## config.mk

```make
export PLATFORM = sky130hd
export DESIGN_NAME = cmi_nibble_decoder
export DESIGN_NICKNAME = d
export VERILOG_FILES = /design/src/rtl/cmi_dec_pkg.sv /design/src/rtl/cmi_pair_former.sv /design/src/rtl/cmi_symbol_decode.sv /design/src/rtl/cmi_align_ctrl.sv /design/src/rtl/cmi_nibble_packer.sv /design/src/rtl/cmi_nibble_decoder.sv
export SDC_FILE = /design/constraint.sdc
export NUM_CORES = 1
export LEC_CHECK = 0
export BUFFER_PORTS_ARGS = -buffer_cell sky130_fd_sc_hd__buf_2
export CAP_MARGIN = 5
export CORE_AREA = 2 2 71 73
export CTS_CLUSTER_SIZE = 28
export DETAILED_ROUTE_END_ITERATION = 10
export DIE_AREA = 0 0 73 75
export PLACE_DENSITY = 0.54
export REMOVE_ABC_BUFFERS = 1
export SETUP_SLACK_MARGIN = 0.05
export SLEW_MARGIN = 20
export SYNTH_ARGS = -nofsm -noshare
export SYNTH_HDL_FRONTEND = slang
export SYNTH_SLANG_ARGS = --single-unit
export TNS_END_PERCENT = 30
```

## constraint.sdc

```tcl
create_clock -name clk -period 4 [get_ports clk]
set_clock_uncertainty 0.2 [all_clocks]
set_input_delay 0.4 -clock clk [delete_from_list [all_inputs] [get_ports clk]]
set_output_delay 0.4 -clock clk [all_outputs]
set_load 0.02 [all_outputs]
```

## src/rtl/cmi_dec_pkg.sv

```systemverilog
package cmi_dec_pkg;
  // One half-bit pair, or one NRZ bit when cmi is low (hi == lo then)
  typedef struct packed {
    logic vld;
    logic cmi;
    logic hi;
    logic lo;
  } cmi_pair_t;

  // One decoded bit with its violation flag
  typedef struct packed {
    logic vld;
    logic cmi;
    logic dat;
    logic viol;
  } cmi_bit_t;
endpackage

```

## src/rtl/cmi_pair_former.sv

```systemverilog
module cmi_pair_former
  import cmi_dec_pkg::*;
(
  input  logic      clk,
  input  logic      rst,
  input  logic      smp_en,
  input  logic      smp,
  input  logic      cmi_mode,
  input  logic      slip_req,
  output cmi_pair_t pair_o
);
  logic phase;   // 1: first half held
  logic held;
  logic pend;    // slip requested with nothing held: drop the next sample

  always_ff @(posedge clk) begin
    if (rst) begin
      phase  <= 1'b0;
      held   <= 1'b0;
      pend   <= 1'b0;
      pair_o <= '0;
    end else begin
      pair_o.vld <= 1'b0;
      if (!cmi_mode) begin
        phase <= 1'b0;
        pend  <= 1'b0;
        if (smp_en) begin
          pair_o.vld <= 1'b1;
          pair_o.cmi <= 1'b0;
          pair_o.hi  <= smp;
          pair_o.lo  <= smp;
        end
      end else if (smp_en) begin
        pend <= 1'b0;
        if (slip_req || pend) begin
          // shift by one half: replace the held half, or discard this sample
          if (phase) held <= smp;
        end else if (!phase) begin
          held  <= smp;
          phase <= 1'b1;
        end else begin
          pair_o.vld <= 1'b1;
          pair_o.cmi <= 1'b1;
          pair_o.hi  <= held;
          pair_o.lo  <= smp;
          phase      <= 1'b0;
        end
      end else if (slip_req) begin
        if (phase) phase <= 1'b0;
        else       pend  <= 1'b1;
      end
    end
  end
endmodule

```

## src/rtl/cmi_symbol_decode.sv

```systemverilog
module cmi_symbol_decode
  import cmi_dec_pkg::*;
(
  input  logic      clk,
  input  logic      rst,
  input  cmi_pair_t pair_i,
  output cmi_bit_t  bit_o
);
  logic seen_one;
  logic last_lvl;

  always_ff @(posedge clk) begin
    if (rst) begin
      seen_one <= 1'b0;
      last_lvl <= 1'b0;
      bit_o    <= '0;
    end else begin
      bit_o.vld  <= pair_i.vld;
      bit_o.cmi  <= pair_i.cmi;
      bit_o.dat  <= 1'b0;
      bit_o.viol <= 1'b0;
      if (pair_i.vld) begin
        if (!pair_i.cmi) begin
          bit_o.dat <= pair_i.hi;
        end else begin
          unique case ({pair_i.hi, pair_i.lo})
            2'b01: bit_o.dat <= 1'b0;
            2'b10: bit_o.viol <= 1'b1;
            default: begin
              bit_o.dat  <= 1'b1;
              bit_o.viol <= seen_one && (last_lvl == pair_i.hi);
              seen_one   <= 1'b1;
              last_lvl   <= pair_i.hi;
            end
          endcase
        end
      end
    end
  end
endmodule

```

## src/rtl/cmi_align_ctrl.sv

```systemverilog
module cmi_align_ctrl
  import cmi_dec_pkg::*;
#(
  parameter int WIN_PAIRS  = 16,
  parameter int VIOL_THR   = 4,
  parameter int HOLD_PAIRS = 16
) (
  input  logic     clk,
  input  logic     rst,
  input  cmi_bit_t bit_i,
  output logic     slip_o
);
  localparam int WW = (WIN_PAIRS > 2) ? $clog2(WIN_PAIRS) : 1;
  localparam int VW = (VIOL_THR > 2) ? $clog2(VIOL_THR) : 1;
  localparam int HW = $clog2(HOLD_PAIRS + 1);
  localparam logic [WW-1:0] WIN_LAST = WW'(WIN_PAIRS - 1);
  localparam logic [VW-1:0] VIOL_LAST = VW'(VIOL_THR - 1);
  localparam logic [HW-1:0] HOLD_LD = HW'(HOLD_PAIRS);

  logic [WW-1:0] win_cnt;
  logic [VW-1:0] viol_cnt;
  logic [HW-1:0] hold_cnt;

  always_ff @(posedge clk) begin
    if (rst) begin
      win_cnt  <= '0;
      viol_cnt <= '0;
      hold_cnt <= '0;
      slip_o   <= 1'b0;
    end else begin
      slip_o <= 1'b0;
      if (bit_i.vld && bit_i.cmi) begin
        if (hold_cnt != '0) begin
          hold_cnt <= hold_cnt - 1'b1;
        end else if (bit_i.viol && viol_cnt == VIOL_LAST) begin
          slip_o   <= 1'b1;
          hold_cnt <= HOLD_LD;
          win_cnt  <= '0;
          viol_cnt <= '0;
        end else if (win_cnt == WIN_LAST) begin
          win_cnt  <= '0;
          viol_cnt <= '0;
        end else begin
          win_cnt  <= win_cnt + 1'b1;
          viol_cnt <= viol_cnt + VW'(bit_i.viol);
        end
      end
    end
  end
endmodule

```

## src/rtl/cmi_nibble_packer.sv

```systemverilog
module cmi_nibble_packer #(
  parameter int NIB_W = 4
) (
  input  logic             clk,
  input  logic             rst,
  input  logic             bit_vld,
  input  logic             bit_dat,
  output logic [NIB_W-1:0] nib_o,
  output logic             nib_vld
);
  localparam int CW = $clog2(NIB_W);
  localparam logic [CW-1:0] LAST = CW'(NIB_W - 1);

  logic [CW-1:0]    cnt;
  logic [NIB_W-2:0] sh;

  always_ff @(posedge clk) begin
    if (rst) begin
      cnt     <= '0;
      sh      <= '0;
      nib_o   <= '0;
      nib_vld <= 1'b0;
    end else begin
      nib_vld <= 1'b0;
      if (bit_vld) begin
        sh  <= {sh[NIB_W-3:0], bit_dat};
        cnt <= (cnt == LAST) ? '0 : cnt + 1'b1;
        if (cnt == LAST) begin
          nib_o   <= {sh, bit_dat};
          nib_vld <= 1'b1;
        end
      end
    end
  end
endmodule

```

## src/rtl/cmi_nibble_decoder.sv

```systemverilog
module cmi_nibble_decoder
  import cmi_dec_pkg::*;
#(
  parameter int NIB_W      = 4,
  parameter int WIN_PAIRS  = 16,
  parameter int VIOL_THR   = 4,
  parameter int HOLD_PAIRS = 16
) (
  input  logic             clk,
  input  logic             rst,
  input  logic             smp_en,
  input  logic             line_a,
  input  logic             line_b,
  input  logic             src_sel,
  input  logic             cmi_mode,
  output logic             ser_data,
  output logic             ser_valid,
  output logic [NIB_W-1:0] nib_data,
  output logic             nib_valid,
  output logic             code_viol,
  output logic             align_slip
);
  logic      smp;
  cmi_pair_t pair;
  cmi_bit_t  dbit;

  assign smp = src_sel ? line_b : line_a;

  cmi_pair_former u_pair (
    .clk(clk), .rst(rst), .smp_en(smp_en), .smp(smp),
    .cmi_mode(cmi_mode), .slip_req(align_slip), .pair_o(pair)
  );

  cmi_symbol_decode u_dec (
    .clk(clk), .rst(rst), .pair_i(pair), .bit_o(dbit)
  );

  cmi_align_ctrl #(
    .WIN_PAIRS(WIN_PAIRS), .VIOL_THR(VIOL_THR), .HOLD_PAIRS(HOLD_PAIRS)
  ) u_align (
    .clk(clk), .rst(rst), .bit_i(dbit), .slip_o(align_slip)
  );

  cmi_nibble_packer #(.NIB_W(NIB_W)) u_pack (
    .clk(clk), .rst(rst), .bit_vld(dbit.vld), .bit_dat(dbit.dat),
    .nib_o(nib_data), .nib_vld(nib_valid)
  );

  assign ser_data  = dbit.dat;
  assign ser_valid = dbit.vld;
  assign code_viol = dbit.viol;
endmodule

```

==> impl_metrics.yaml <==
power:
  p_switching_mw: 0.150
  pwr-share-comb: 0.043
  p_clk_frac: 0.445
  seqPwrFrac: 0.512
  ir_worst_vdd_uv: 184
  power_leakage_nw: 0.678
  power.share.switching: 0.213
  power_density_nw_per_um2: 404
  internal_power_mw: 0.553
yosys:
  synth_seq_area_share: 0.466
  ys_types: 32
  ys_ff_latch: 35
  avgSynthCellArea_um2: 9.05
  synthCells: 166
  yosysWarnings: 0
  syn_area_um2: 1500
final_layout:
  fin_util: 0.373
  antennaDiodeCount: 0
  drive_above_1_share: 0.147
  nets: 196
  syn_to_final_growth_pct: 15.7
  final_cell_area_um2: 1740
hold_path:
  whs_path_depth: 2
  hold_end: "u_pair.pend"
  hold_path.class: "input port to flop"
  holdCritStartpoint: "smp_en"
global_routing:
  grt_pass1_vias: 1068
  gr-usage-all-layers: 0.107
  grt_pass1_wl_mm: 4.54
  grt_max_degree: 34
  grt_overflow: 0
  grt_antenna_before_repair: 0
setup_path:
  cp_max_fo: 8
  r2r_setup_slack_ps: 1920
  path_class: "flop to flop"
  arrival_ps: 2090
  reg2reg_from: "u_align.hold_cnt[0]"
  worstSetupEndpointType: "flop"
  crit_required_ps: 4010
  reg2reg_depth: 6
  worst_setup_path_start_kind: "flop"
  r2r_end: "u_align.win_cnt[3]"
sta:
  hold_violations: 0
  setup_viol: 0
  finalSetupTns_ps: 0
  rsz0062_at_grt: "no"
  fin_crit_sh: 0.520
  fin_crit_ps: 2080
  tightest_slew_ps: 609
  max_freq_mhz: 481
  relSlewSlack: 0.594
  drv_slew: 0
  hold_ws_ps: 200
floorplan:
  die_x_um: 73
  core_um2: 4660
  die_h_um: 75
  num_io_pins: 16
  rows: 25
  initial_utilization: 0.322
  dieArea_um2: 5480
placement:
  place_hpwl_mm: 1.78
  io_buffers: 15
  finalWeightedCongestion: 0.684
  dpl_cell_area_um2: 1630
clocking:
  tritoncts: "built"
  holdBufCountCts: 0
  root_buffer: "clkbuf_8"
  clk_latency_ps: 280
  cts.repair.resized: 0
  cts_setup_buffers: 0
  htree_levels: 2
  cts_buffer_depth: 2
  cts_sinks: 35
  path_clk_slew_ps: 70
  numCtsBuffers: 5
run:
  cap_violations: 0
drt:
  vias_per_cell: 4.88
  ant_nets: 0
  drtIter0Drc: 40
  wl_per_cell_um: 10.8
  drt_first_pass_iters: 4
  vias: 1162
  routed_wl_mm: 2.58
  drc: 0
run_status:
  outcome: "finished clean"
[placed cells by master (no fill, tap or decap)]
master	netlist	final
dfxtp_1	35	35
nor2_1	21	21
a21oi_1	16	16
buf_2	0	15
nand3_1	14	14
nand2_1	12	12
mux2i_1	11	11
inv_1	7	7
ha_1	6	6
nor3_1	5	5
nor2b_1	5	5
clkbuf_8	0	5
o21ai_0	4	4
a31oi_1	3	3
and3_1	2	2
nand4b_1	2	2
nand3b_1	2	2
nor3b_1	2	2
nor4b_4	1	1
nor4_1	1	1
a21o_1	1	1
nand3_4	1	1
nand2b_1	1	1
xnor2_1	1	1
nor4b_1	1	1
mux2_2	1	1
o22ai_1	1	1
and3b_1	1	1
and4bb_2	1	1
a211oi_1	1	1
and4b_1	1	1
or4_1	1	1
clkinv_4	0	1
bufinv_16	0	1
clkinv_2	0	1
[sequential cells by signal (all words and copies together) (netlist names), 2 cells and up]
signal / flops
u_dec.bit_o: 4
u_pack.sh: 3
u_pair.pair_o: 4
u_pack.cnt: 2
u_align.viol_cnt: 2
u_align.hold_cnt: 5
u_pack.nib_o: 4
u_align.win_cnt: 4
[routing by layer]
metal / wire length [µm] / part of all wire / vias up / global-route usage
met4: 43 / 0.017 / 0 / 0.0494
li1: - / - / 618 / -
met5: 0 / 0 / - / 0
met1: 1340 / 0.52 / 521 / 0.133
met2: 1100 / 0.43 / 17 / 0.168
met3: 100 / 0.039 / 6 / 0.0361
[layout make-up]
type	count	area, µm²
tap	54	67.6
inverter	7	26.3
fill	483	2920
clock buffer	5	68.8
multi-input combinational	119	757
timing repair buffer	15	75.1
sequential	35	701
clock inverter	3	43.8
[synthesized netlist by cell type]
master	instances	area share
a31oi_1	3	0.012
and3b_1	1	0.0058
nor4_1	1	0.0042
nand4b_1	2	0.012
nor3b_1	2	0.010
nor3_1	5	0.017
or4_1	1	0.0050
nand3b_1	2	0.010
nor4b_4	1	0.016
o22ai_1	1	0.0042
and4b_1	1	0.0067
nor2_1	21	0.052
o21ai_0	4	0.013
and3_1	2	0.0083
nand2_1	12	0.030
nor4b_1	1	0.0058
nand3_1	14	0.047
mux2i_1	11	0.073
nor2b_1	5	0.021
a21o_1	1	0.0050
dfxtp_1	35	0.47
mux2_2	1	0.0075
buf_1	1	0.0025
and4bb_2	1	0.0083
a21oi_1	16	0.053
nand3_4	1	0.012
clkbuf_1	4	0.010
xnor2_1	1	0.0058
a211oi_1	1	0.0050
inv_1	7	0.017
ha_1	6	0.050
nand2b_1	1	0.0042
[worst max path at each step]
stage	to	start	slack (ps)	cells after the start
after floorplan	u_align.win_cnt[3]	u_align.hold_cnt[0]	2080	6
after global placement	u_align.win_cnt[3]	u_align.hold_cnt[0]	1980	6
after detailed placement	u_align.win_cnt[3]	u_align.hold_cnt[0]	1940	6
after CTS	u_align.win_cnt[3]	u_align.hold_cnt[0]	1930	6
after global routing	u_align.win_cnt[3]	u_align.hold_cnt[0]	1800	6
final	u_align.win_cnt[3]	u_align.hold_cnt[0]	1920	6
[metrics by stage]
stage               cells  power [mW]  worst slack, ps
floorplan             161       0.384             2080
global placement      230       0.398             1980
detailed placement    230       0.398             1940
CTS                   238       0.714             1930
global route          238       0.734             1800
finish                238       0.703             1920
[power groups by stage]
stage               Clock (mW)  Sequential [mW]  Combinational, mW
CTS                      0.324            0.360             0.0305
detailed placement           0            0.368             0.0302
floorplan                    0            0.367             0.0175
global placement             0            0.368             0.0300
global route             0.339            0.361             0.0341
finish                   0.313            0.360             0.0300
[cell families after synthesis]
logic type,after synthesis,synth area share
xor+xnor,1,0.00583
fa+ha+maj,6,0.0500
flops,35,0.466
compound gates,26,0.0933
simple gates,74,0.274
mux,12,0.0808
buf+inv,12,0.0300
[worst max-delay path, cell delays in order, from the launching register on]
cell and delay (ps):
dfxtp_1 330, inv_1 60, ha_1 160, nor4b_4 410, nand3_4 170, or4_1 500, a31oi_1 170
(Power assumes the default switching activity.)
